==> src/rtl/spec_load_guard_pkg.sv <==
package spec_load_guard_pkg;
  typedef enum logic {
    CHK_SNOOP  = 1'b0,
    CHK_REPLAY = 1'b1
  } chk_mode_e;
endpackage

==> src/rtl/slg_hit_vec.sv <==
module slg_hit_vec #(
  parameter int unsigned DEPTH  = 16,
  parameter int unsigned TAG_W  = 6,
  parameter int unsigned LINE_W = 26
) (
  input  logic [DEPTH-1:0]             live_i,
  input  logic [DEPTH-1:0]             done_i,
  input  logic [DEPTH-1:0][TAG_W-1:0]  tag_i,
  input  logic [DEPTH-1:0][LINE_W-1:0] line_i,
  input  logic [DEPTH-1:0]             shield_i,
  input  logic                         exec_valid_i,
  input  logic [TAG_W-1:0]             exec_tag_i,
  input  logic [LINE_W-1:0]            exec_line_i,
  input  logic [LINE_W-1:0]            snoop_line_i,
  output logic [DEPTH-1:0]             exec_sel_o,
  output logic [DEPTH-1:0]             hit_o
);
  logic exec_same_line;
  assign exec_same_line = (exec_line_i == snoop_line_i);

  for (genvar i = 0; i < DEPTH; i++) begin : g_ent
    assign exec_sel_o[i] = exec_valid_i && live_i[i] && (tag_i[i] == exec_tag_i);
    // an entry being executed this cycle is judged by its incoming address
    assign hit_o[i] = live_i[i] && !shield_i[i] &&
                      ((done_i[i] && (line_i[i] == snoop_line_i)) ||
                       (exec_sel_o[i] && exec_same_line));
  end
endmodule

==> src/rtl/slg_age_pick.sv <==
module slg_age_pick #(
  parameter int unsigned DEPTH = 16,
  parameter int unsigned PTR_W = 4
) (
  input  logic [DEPTH-1:0] req_i,
  input  logic [PTR_W-1:0] head_i,
  output logic             found_o,
  output logic [PTR_W-1:0] idx_o
);
  logic [PTR_W-1:0] pos;

  // walk from the oldest slot toward the youngest, first request wins
  always_comb begin
    found_o = 1'b0;
    idx_o   = head_i;
    pos     = head_i;
    for (int k = 0; k < DEPTH; k++) begin
      pos = head_i + PTR_W'(k);
      if (!found_o && req_i[pos]) begin
        found_o = 1'b1;
        idx_o   = pos;
      end
    end
  end
endmodule

==> src/rtl/spec_load_guard.sv <==
module spec_load_guard
  import spec_load_guard_pkg::*;
#(
  parameter int unsigned DEPTH      = 16,
  parameter int unsigned TAG_W      = 6,
  parameter int unsigned ADDR_W     = 32,
  parameter int unsigned DATA_W     = 32,
  parameter int unsigned LINE_BYTES = 64
) (
  input  logic              clk_i,
  input  logic              rst_ni,
  input  logic              mode_i,
  input  logic              alloc_valid_i,
  input  logic [TAG_W-1:0]  alloc_tag_i,
  output logic              alloc_ready_o,
  input  logic              exec_valid_i,
  input  logic [TAG_W-1:0]  exec_tag_i,
  input  logic [ADDR_W-1:0] exec_addr_i,
  input  logic [DATA_W-1:0] exec_data_i,
  input  logic              commit_valid_i,
  input  logic [DATA_W-1:0] commit_data_i,
  input  logic              snoop_valid_i,
  input  logic [ADDR_W-1:0] snoop_addr_i,
  output logic              squash_valid_o,
  output logic [TAG_W-1:0]  squash_tag_o
);
  localparam int unsigned PTR_W  = $clog2(DEPTH);
  localparam int unsigned CNT_W  = PTR_W + 1;
  localparam int unsigned OFF_W  = $clog2(LINE_BYTES);
  localparam int unsigned LINE_W = ADDR_W - OFF_W;

  logic [PTR_W-1:0]             head_q, tail_q;
  logic [CNT_W-1:0]             count_q;
  logic [DEPTH-1:0]             done_q;
  logic [DEPTH-1:0][TAG_W-1:0]  tag_q;
  logic [DEPTH-1:0][LINE_W-1:0] line_q;
  logic [DEPTH-1:0][DATA_W-1:0] data_q;
  logic                         sq_q;
  logic [TAG_W-1:0]             sq_tag_q;
  logic [PTR_W-1:0]             sq_idx_q;

  chk_mode_e        mode;
  logic             active, not_empty, replay_bad, commit_fire, alloc_fire, snoop_det;
  logic [DEPTH-1:0] live, head_oh, shield, exec_sel, hit;
  logic             pick_found;
  logic [PTR_W-1:0] pick_idx, keep_n;
  logic             unused_off;

  assign unused_off = ^{exec_addr_i[OFF_W-1:0], snoop_addr_i[OFF_W-1:0]};

  assign mode      = chk_mode_e'(mode_i);
  assign active    = !sq_q;
  assign not_empty = (count_q != '0);
  assign head_oh   = DEPTH'(1) << head_q;

  for (genvar i = 0; i < DEPTH; i++) begin : g_live
    logic [PTR_W-1:0] age;
    assign age     = PTR_W'(i) - head_q;
    assign live[i] = (CNT_W'(age) < count_q);
  end

  assign replay_bad  = active && (mode == CHK_REPLAY) && commit_valid_i && not_empty &&
                       (data_q[head_q] != commit_data_i);
  assign commit_fire = active && commit_valid_i && not_empty && !replay_bad;
  assign alloc_ready_o = active && (count_q != CNT_W'(DEPTH));
  assign alloc_fire  = alloc_valid_i && alloc_ready_o;
  assign shield      = head_oh & {DEPTH{commit_fire}};

  slg_hit_vec #(
    .DEPTH (DEPTH),
    .TAG_W (TAG_W),
    .LINE_W(LINE_W)
  ) u_hit (
    .live_i      (live),
    .done_i      (done_q),
    .tag_i       (tag_q),
    .line_i      (line_q),
    .shield_i    (shield),
    .exec_valid_i(exec_valid_i && active),
    .exec_tag_i  (exec_tag_i),
    .exec_line_i (exec_addr_i[ADDR_W-1:OFF_W]),
    .snoop_line_i(snoop_addr_i[ADDR_W-1:OFF_W]),
    .exec_sel_o  (exec_sel),
    .hit_o       (hit)
  );

  slg_age_pick #(
    .DEPTH(DEPTH),
    .PTR_W(PTR_W)
  ) u_pick (
    .req_i  (hit),
    .head_i (head_q),
    .found_o(pick_found),
    .idx_o  (pick_idx)
  );

  assign snoop_det = active && (mode == CHK_SNOOP) && snoop_valid_i && pick_found;
  assign keep_n    = sq_idx_q - head_q;

  always_ff @(posedge clk_i or negedge rst_ni) begin
    if (!rst_ni) begin
      head_q   <= '0;
      tail_q   <= '0;
      count_q  <= '0;
      sq_q     <= 1'b0;
      sq_tag_q <= '0;
      sq_idx_q <= '0;
    end else if (sq_q) begin
      // flush the reported load and everything younger
      sq_q    <= 1'b0;
      tail_q  <= sq_idx_q;
      count_q <= CNT_W'(keep_n);
    end else begin
      if (replay_bad) begin
        sq_q     <= 1'b1;
        sq_tag_q <= tag_q[head_q];
        sq_idx_q <= head_q;
      end else if (snoop_det) begin
        sq_q     <= 1'b1;
        sq_tag_q <= tag_q[pick_idx];
        sq_idx_q <= pick_idx;
      end
      if (commit_fire) head_q <= head_q + PTR_W'(1);
      if (alloc_fire)  tail_q <= tail_q + PTR_W'(1);
      count_q <= count_q + CNT_W'(alloc_fire) - CNT_W'(commit_fire);
    end
  end

  for (genvar i = 0; i < DEPTH; i++) begin : g_store
    always_ff @(posedge clk_i or negedge rst_ni) begin
      if (!rst_ni) begin
        done_q[i] <= 1'b0;
      end else if (alloc_fire && (tail_q == PTR_W'(i))) begin
        done_q[i] <= 1'b0;
      end else if (exec_sel[i]) begin
        done_q[i] <= 1'b1;
      end
    end

    always_ff @(posedge clk_i) begin
      if (alloc_fire && (tail_q == PTR_W'(i))) begin
        tag_q[i] <= alloc_tag_i;
      end else if (exec_sel[i]) begin
        line_q[i] <= exec_addr_i[ADDR_W-1:OFF_W];
        data_q[i] <= exec_data_i;
      end
    end
  end

  assign squash_valid_o = sq_q;
  assign squash_tag_o   = sq_tag_q;
endmodule

==> config.mk <==
export PLATFORM = sky130hd
export DESIGN_NAME = spec_load_guard
export DESIGN_NICKNAME = d
export VERILOG_FILES = /design/src/rtl/spec_load_guard_pkg.sv /design/src/rtl/slg_hit_vec.sv /design/src/rtl/slg_age_pick.sv /design/src/rtl/spec_load_guard.sv
export SDC_FILE = /design/constraint.sdc
export NUM_CORES = 2
export LEC_CHECK = 0
export BUFFER_PORTS_ARGS = -buffer_cell sky130_fd_sc_hd__buf_2
export CAP_MARGIN = 30
export CORE_UTILIZATION = 40
export DETAILED_ROUTE_END_ITERATION = 6
export HOLD_SLACK_MARGIN = 0.1
export PLACE_DENSITY = 0.61
export SLEW_MARGIN = 0
export SYNTH_ARGS = -nofsm -noshare
export SYNTH_HDL_FRONTEND = slang
export SYNTH_SLANG_ARGS = --single-unit
==> constraint.sdc <==
create_clock -name clk_i -period 11.8 [get_ports clk_i]
set_input_delay 0.59 -clock clk_i [delete_from_list [all_inputs] [get_ports clk_i]]
set_output_delay 0.59 -clock clk_i [all_outputs]
set_load 0.01 [all_outputs]
==> flow_metrics.env <==
export IMPL_path_max_fanout=112
export IMPL_dpl_instance_area_um2=53500
export IMPL_drt_iter0_markers=3393
export IMPL_antenna_cells=0
export IMPL_post_place_cells=5113
export IMPL_setup_viol=0
export IMPL_syn_cell_area_um2=50600
export IMPL_start_util=0.403
export IMPL_final_min_clock_period_ps=9110
export IMPL_antenna_found_initial=12
export IMPL_synth_ff_type="edfxtp_1"
export IMPL_synth_distinct_cells=110
export IMPL_layout_drive_gt1_share=0.164
export IMPL_viasPerCell=5.88
export IMPL_finalWirelength_um=153000
export IMPL_port_buffers=142
export IMPL_required_ps=12370
export IMPL_start_kind="flip-flop"
export IMPL_hold_path_class="input port to flip-flop"
export IMPL_hold_depth=1
export IMPL_gp_congestion=0.939
export IMPL_fin_nets=3785
export IMPL_final_antenna_net_count=0
export IMPL_clk_pin_slew_ps=60
export IMPL_synth_largest_area_cell="edfxtp_1"
export IMPL_layout_cells_non_filler=5314
export IMPL_final_util=0.453
export IMPL_worst_setup_path_end_kind="flip-flop"
export IMPL_synthCells=3406
export IMPL_synth_warnings=0
export IMPL_track_usage=0.238
export IMPL_p_leak_nw=18.6
export IMPL_worstPathArrival_ps=9680
export IMPL_stdcell_area_um2=56900
export IMPL_die_area_um2=128000
export IMPL_fp_dieH_um=358
export IMPL_synthXorXnorAreaFrac=0.105
export IMPL_cts_max_level=3
export IMPL_async_reset_ff_frac=0.0376
export IMPL_synth_edf_count=1024
export IMPL_rsz0062_at_grt="no"
export IMPL_final_max_slew_viol_count=0
export IMPL_core_um2=126000
export IMPL_top_level_ports=155
export IMPL_seq_area_frac_synth=0.627
export IMPL_whs_endpoint="data_q[35]$_DFFE_PP_"
export IMPL_r2r_start="head_q[1]$_DFFE_PN0P_"
export IMPL_drc_errors=0
export IMPL_synth_fa_ha_area_frac=0.0144
export IMPL_setup_tns_ps=0
export IMPL_syn_area_per_cell_um2=14.9
export IMPL_outcome="complete, no violations"
export IMPL_synth_compound_area_frac=0.0657
export IMPL_via_count=31200
export IMPL_synthMuxAreaShare=0.0929
export IMPL_max_freq_ghz=0.110
export IMPL_clock_sinks=1064
export IMPL_path_class="flip-flop to flip-flop"
export IMPL_ir_drop_mv=0.564
export IMPL_cts_tree="done"
export IMPL_worstHoldStart="exec_data_i[3]"
export IMPL_grt_first_pass_wirelength_um=218000
export IMPL_synth_seq_cells=1064
export IMPL_rr_worst_depth=22
export IMPL_ys_top_cells_by_area="edfxtp_1 (61%), xnor2_1 (6.7%), mux4_2 (5.7%)"
export IMPL_power_density_nw_per_um2=240
export IMPL_routedWlPerCell_um=28.9
export IMPL_finalPower_w=0.0136
export IMPL_synth_nets=3610
export IMPL_cts_resized_gates=0
export IMPL_fin_crit_sh=0.772
export IMPL_row_count=130
export IMPL_clkLatencyLatePin_ps=740
export IMPL_dp_hpwl_um=94900
export IMPL_grt_max_degree=113
export IMPL_firstDrtPassIters=5
export IMPL_clk_path_buf_depth=3
export IMPL_tightest_slew_ps=1030
export IMPL_maxCapViolCount=0
export IMPL_area_growth_synth_to_final_pct=12.4
export IMPL_max_slew_margin=0.305
export IMPL_synth_top_family_by_area="XOR/XNOR gates"
export IMPL_synth_simple_area_share=0.0717
export IMPL_worstReg2RegEnd="squash_tag_o[0]$_DFFE_PN0P_"
export IMPL_reg2reg_slack_ps=2690
export IMPL_cts_root_buffer="clkbuf_16"
export IMPL_cts_buffers=109
export IMPL_fin_skew_ps=55.9
export IMPL_synth_top_area_share=0.607
export IMPL_grt_overflow_total=0
export IMPL_grt_pass1_vias=29900
export IMPL_die_w_um=358
export IMPL_finalHoldViolations=0
==> stage by stage <==
| step | setup WS (ps) | hold WS [ps] |
|---|---|---|
| 3_5_place_dp | 2580 | 522 |
| 4_1_cts | 2610 | 179 |
| 2_1_floorplan | 3370 | 294 |
| 5_1_grt | 2310 | 231 |
| 6_report | 2690 | 233 |
| 3_3_place_gp | 2670 | 509 |
==> Yosys cell counts, types with 10 or more instances <==
library cell  number
edfxtp_1        1024
xnor2_1          385
xor2_1           219
mux2i_1          151
nand2_1          130
mux4_2           128
nand4_1          124
nor2_1           115
clkbuf_1         103
nor4_1            79
a21oi_1           76
nand3_1           67
inv_1             64
ha_1              55
o21ai_0           52
nor3_1            44
dfrtp_1           40
o211ai_1          34
a22oi_1           33
a211oi_1          29
buf_2             22
o22ai_1           21
buf_1             20
buf_4             19
mux2_2            17
nor2b_1           17
a31oi_1           16
o21a_1            16
a221oi_1          15
a21o_1            14
and2_1            14
buf_6             14
a22o_1            13
a311oi_1          12
or3_1             12
and3_1            10
nand2b_1          10
==> critical path, stage by stage (launching register included) <==
cell	delay (ps)
dfrtp_4	800
buf_12	620
and2b_1	600
a22oi_1	350
and3_1	190
o211ai_1	140
nor4_1	630
o211a_1	340
nand4_1	640
a41oi_1	740
nand2_1	100
nor4_1	450
a221oi_1	110
buf_4	210
nor4_4	410
and3_1	410
o21a_1	220
a211oi_4	80
xnor2_4	740
mux4_1	670
a22oi_1	190
mux2_2	180
a21oi_2	50
==> area by class of cell <==
type	count	area (µm²)
fillers	11100	68700
flip-flops and latches	1064	31800
multi-input cells	2092	17800
clock buffers	139	2870
well taps	1650	2060
repair buffers	246	1650
clock inverters	55	462
inverters	68	256
==> where the power goes <==
part           leakage, nW  internal (W)  switching [W]  total [W]
combinational         7.32       0.00231        0.00355    0.00587
clock                 1.62       0.00183        0.00146    0.00328
sequential            9.69       0.00427       0.000224    0.00449
total                 18.6       0.00840        0.00524     0.0136
==> per-layer routing <==
layer | track usage | share of wire | wire length (µm) | up-vias
met3 | 0.0342 | 0.073 | 11300 | 211
met5 | 0 | 0.00030 | 46 | -
met4 | 0.0684 | 0.023 | 3590 | 8
li1 | - | - | - | 13600
met1 | 0.339 | 0.43 | 66600 | 16100
met2 | 0.377 | 0.47 | 72000 | 1327
==> worst max path at each step <==
stage / to / slack (ps) / from
after floorplan: squash_tag_o[0]$_DFFE_PN0P_ / 3370 / head_q[0]$_DFFE_PN0P_
after global placement: squash_tag_o[5]$_DFFE_PN0P_ / 2670 / head_q[1]$_DFFE_PN0P_
after detailed placement: squash_tag_o[5]$_DFFE_PN0P_ / 2580 / head_q[1]$_DFFE_PN0P_
after CTS: squash_tag_o[5]$_DFFE_PN0P_ / 2610 / head_q[1]$_DFFE_PN0P_
after global routing: squash_tag_o[0]$_DFFE_PN0P_ / 2310 / head_q[1]$_DFFE_PN0P_
final: squash_tag_o[0]$_DFFE_PN0P_ / 2690 / head_q[1]$_DFFE_PN0P_
==> cells in the final DEF (no fill, tap or decap), drive strengths merged, types with 55 or more instances in the layout <==
cell type,instances
buf,244
o21ai,59
ha,55
nand4,125
xor2,219
nand2,130
mux4,132
clkbuf,140
inv,71
mux2i,151
nor2,116
a21oi,78
edfxtp,1024
nand3,68
nor4,82
xnor2,386
==> sequential cells by signal, indices dropped and copies added, names as in the netlist <==
register	count
line_q	416
tag_q	96
data_q	512
tail_q	4
squash_valid_o	1
count_q	5
squash_tag_o	6
done_q	16
head_q	4
sq_idx_q	4
==> kinds of logic after synthesis <==
| kind of cell | Yosys count |
|---|---|
| buffers and inverters | 250 |
| multiplexers | 301 |
| XOR/XNOR | 605 |
| adder cells (fa/ha/maj) | 57 |
| AND/OR/NAND/NOR | 674 |
| flip-flops | 1064 |
| AO/OA/AOI/OAI | 455 |
==> repair_timing <==
action                                  4_1_cts  5_1_grt
endpoints found under the hold margin        40        0
endpoints found under the setup margin        0        0
buffers inserted                              0        0
hold buffers                                  1        0
No activity file was read; power rests on OpenSTA's default activity.
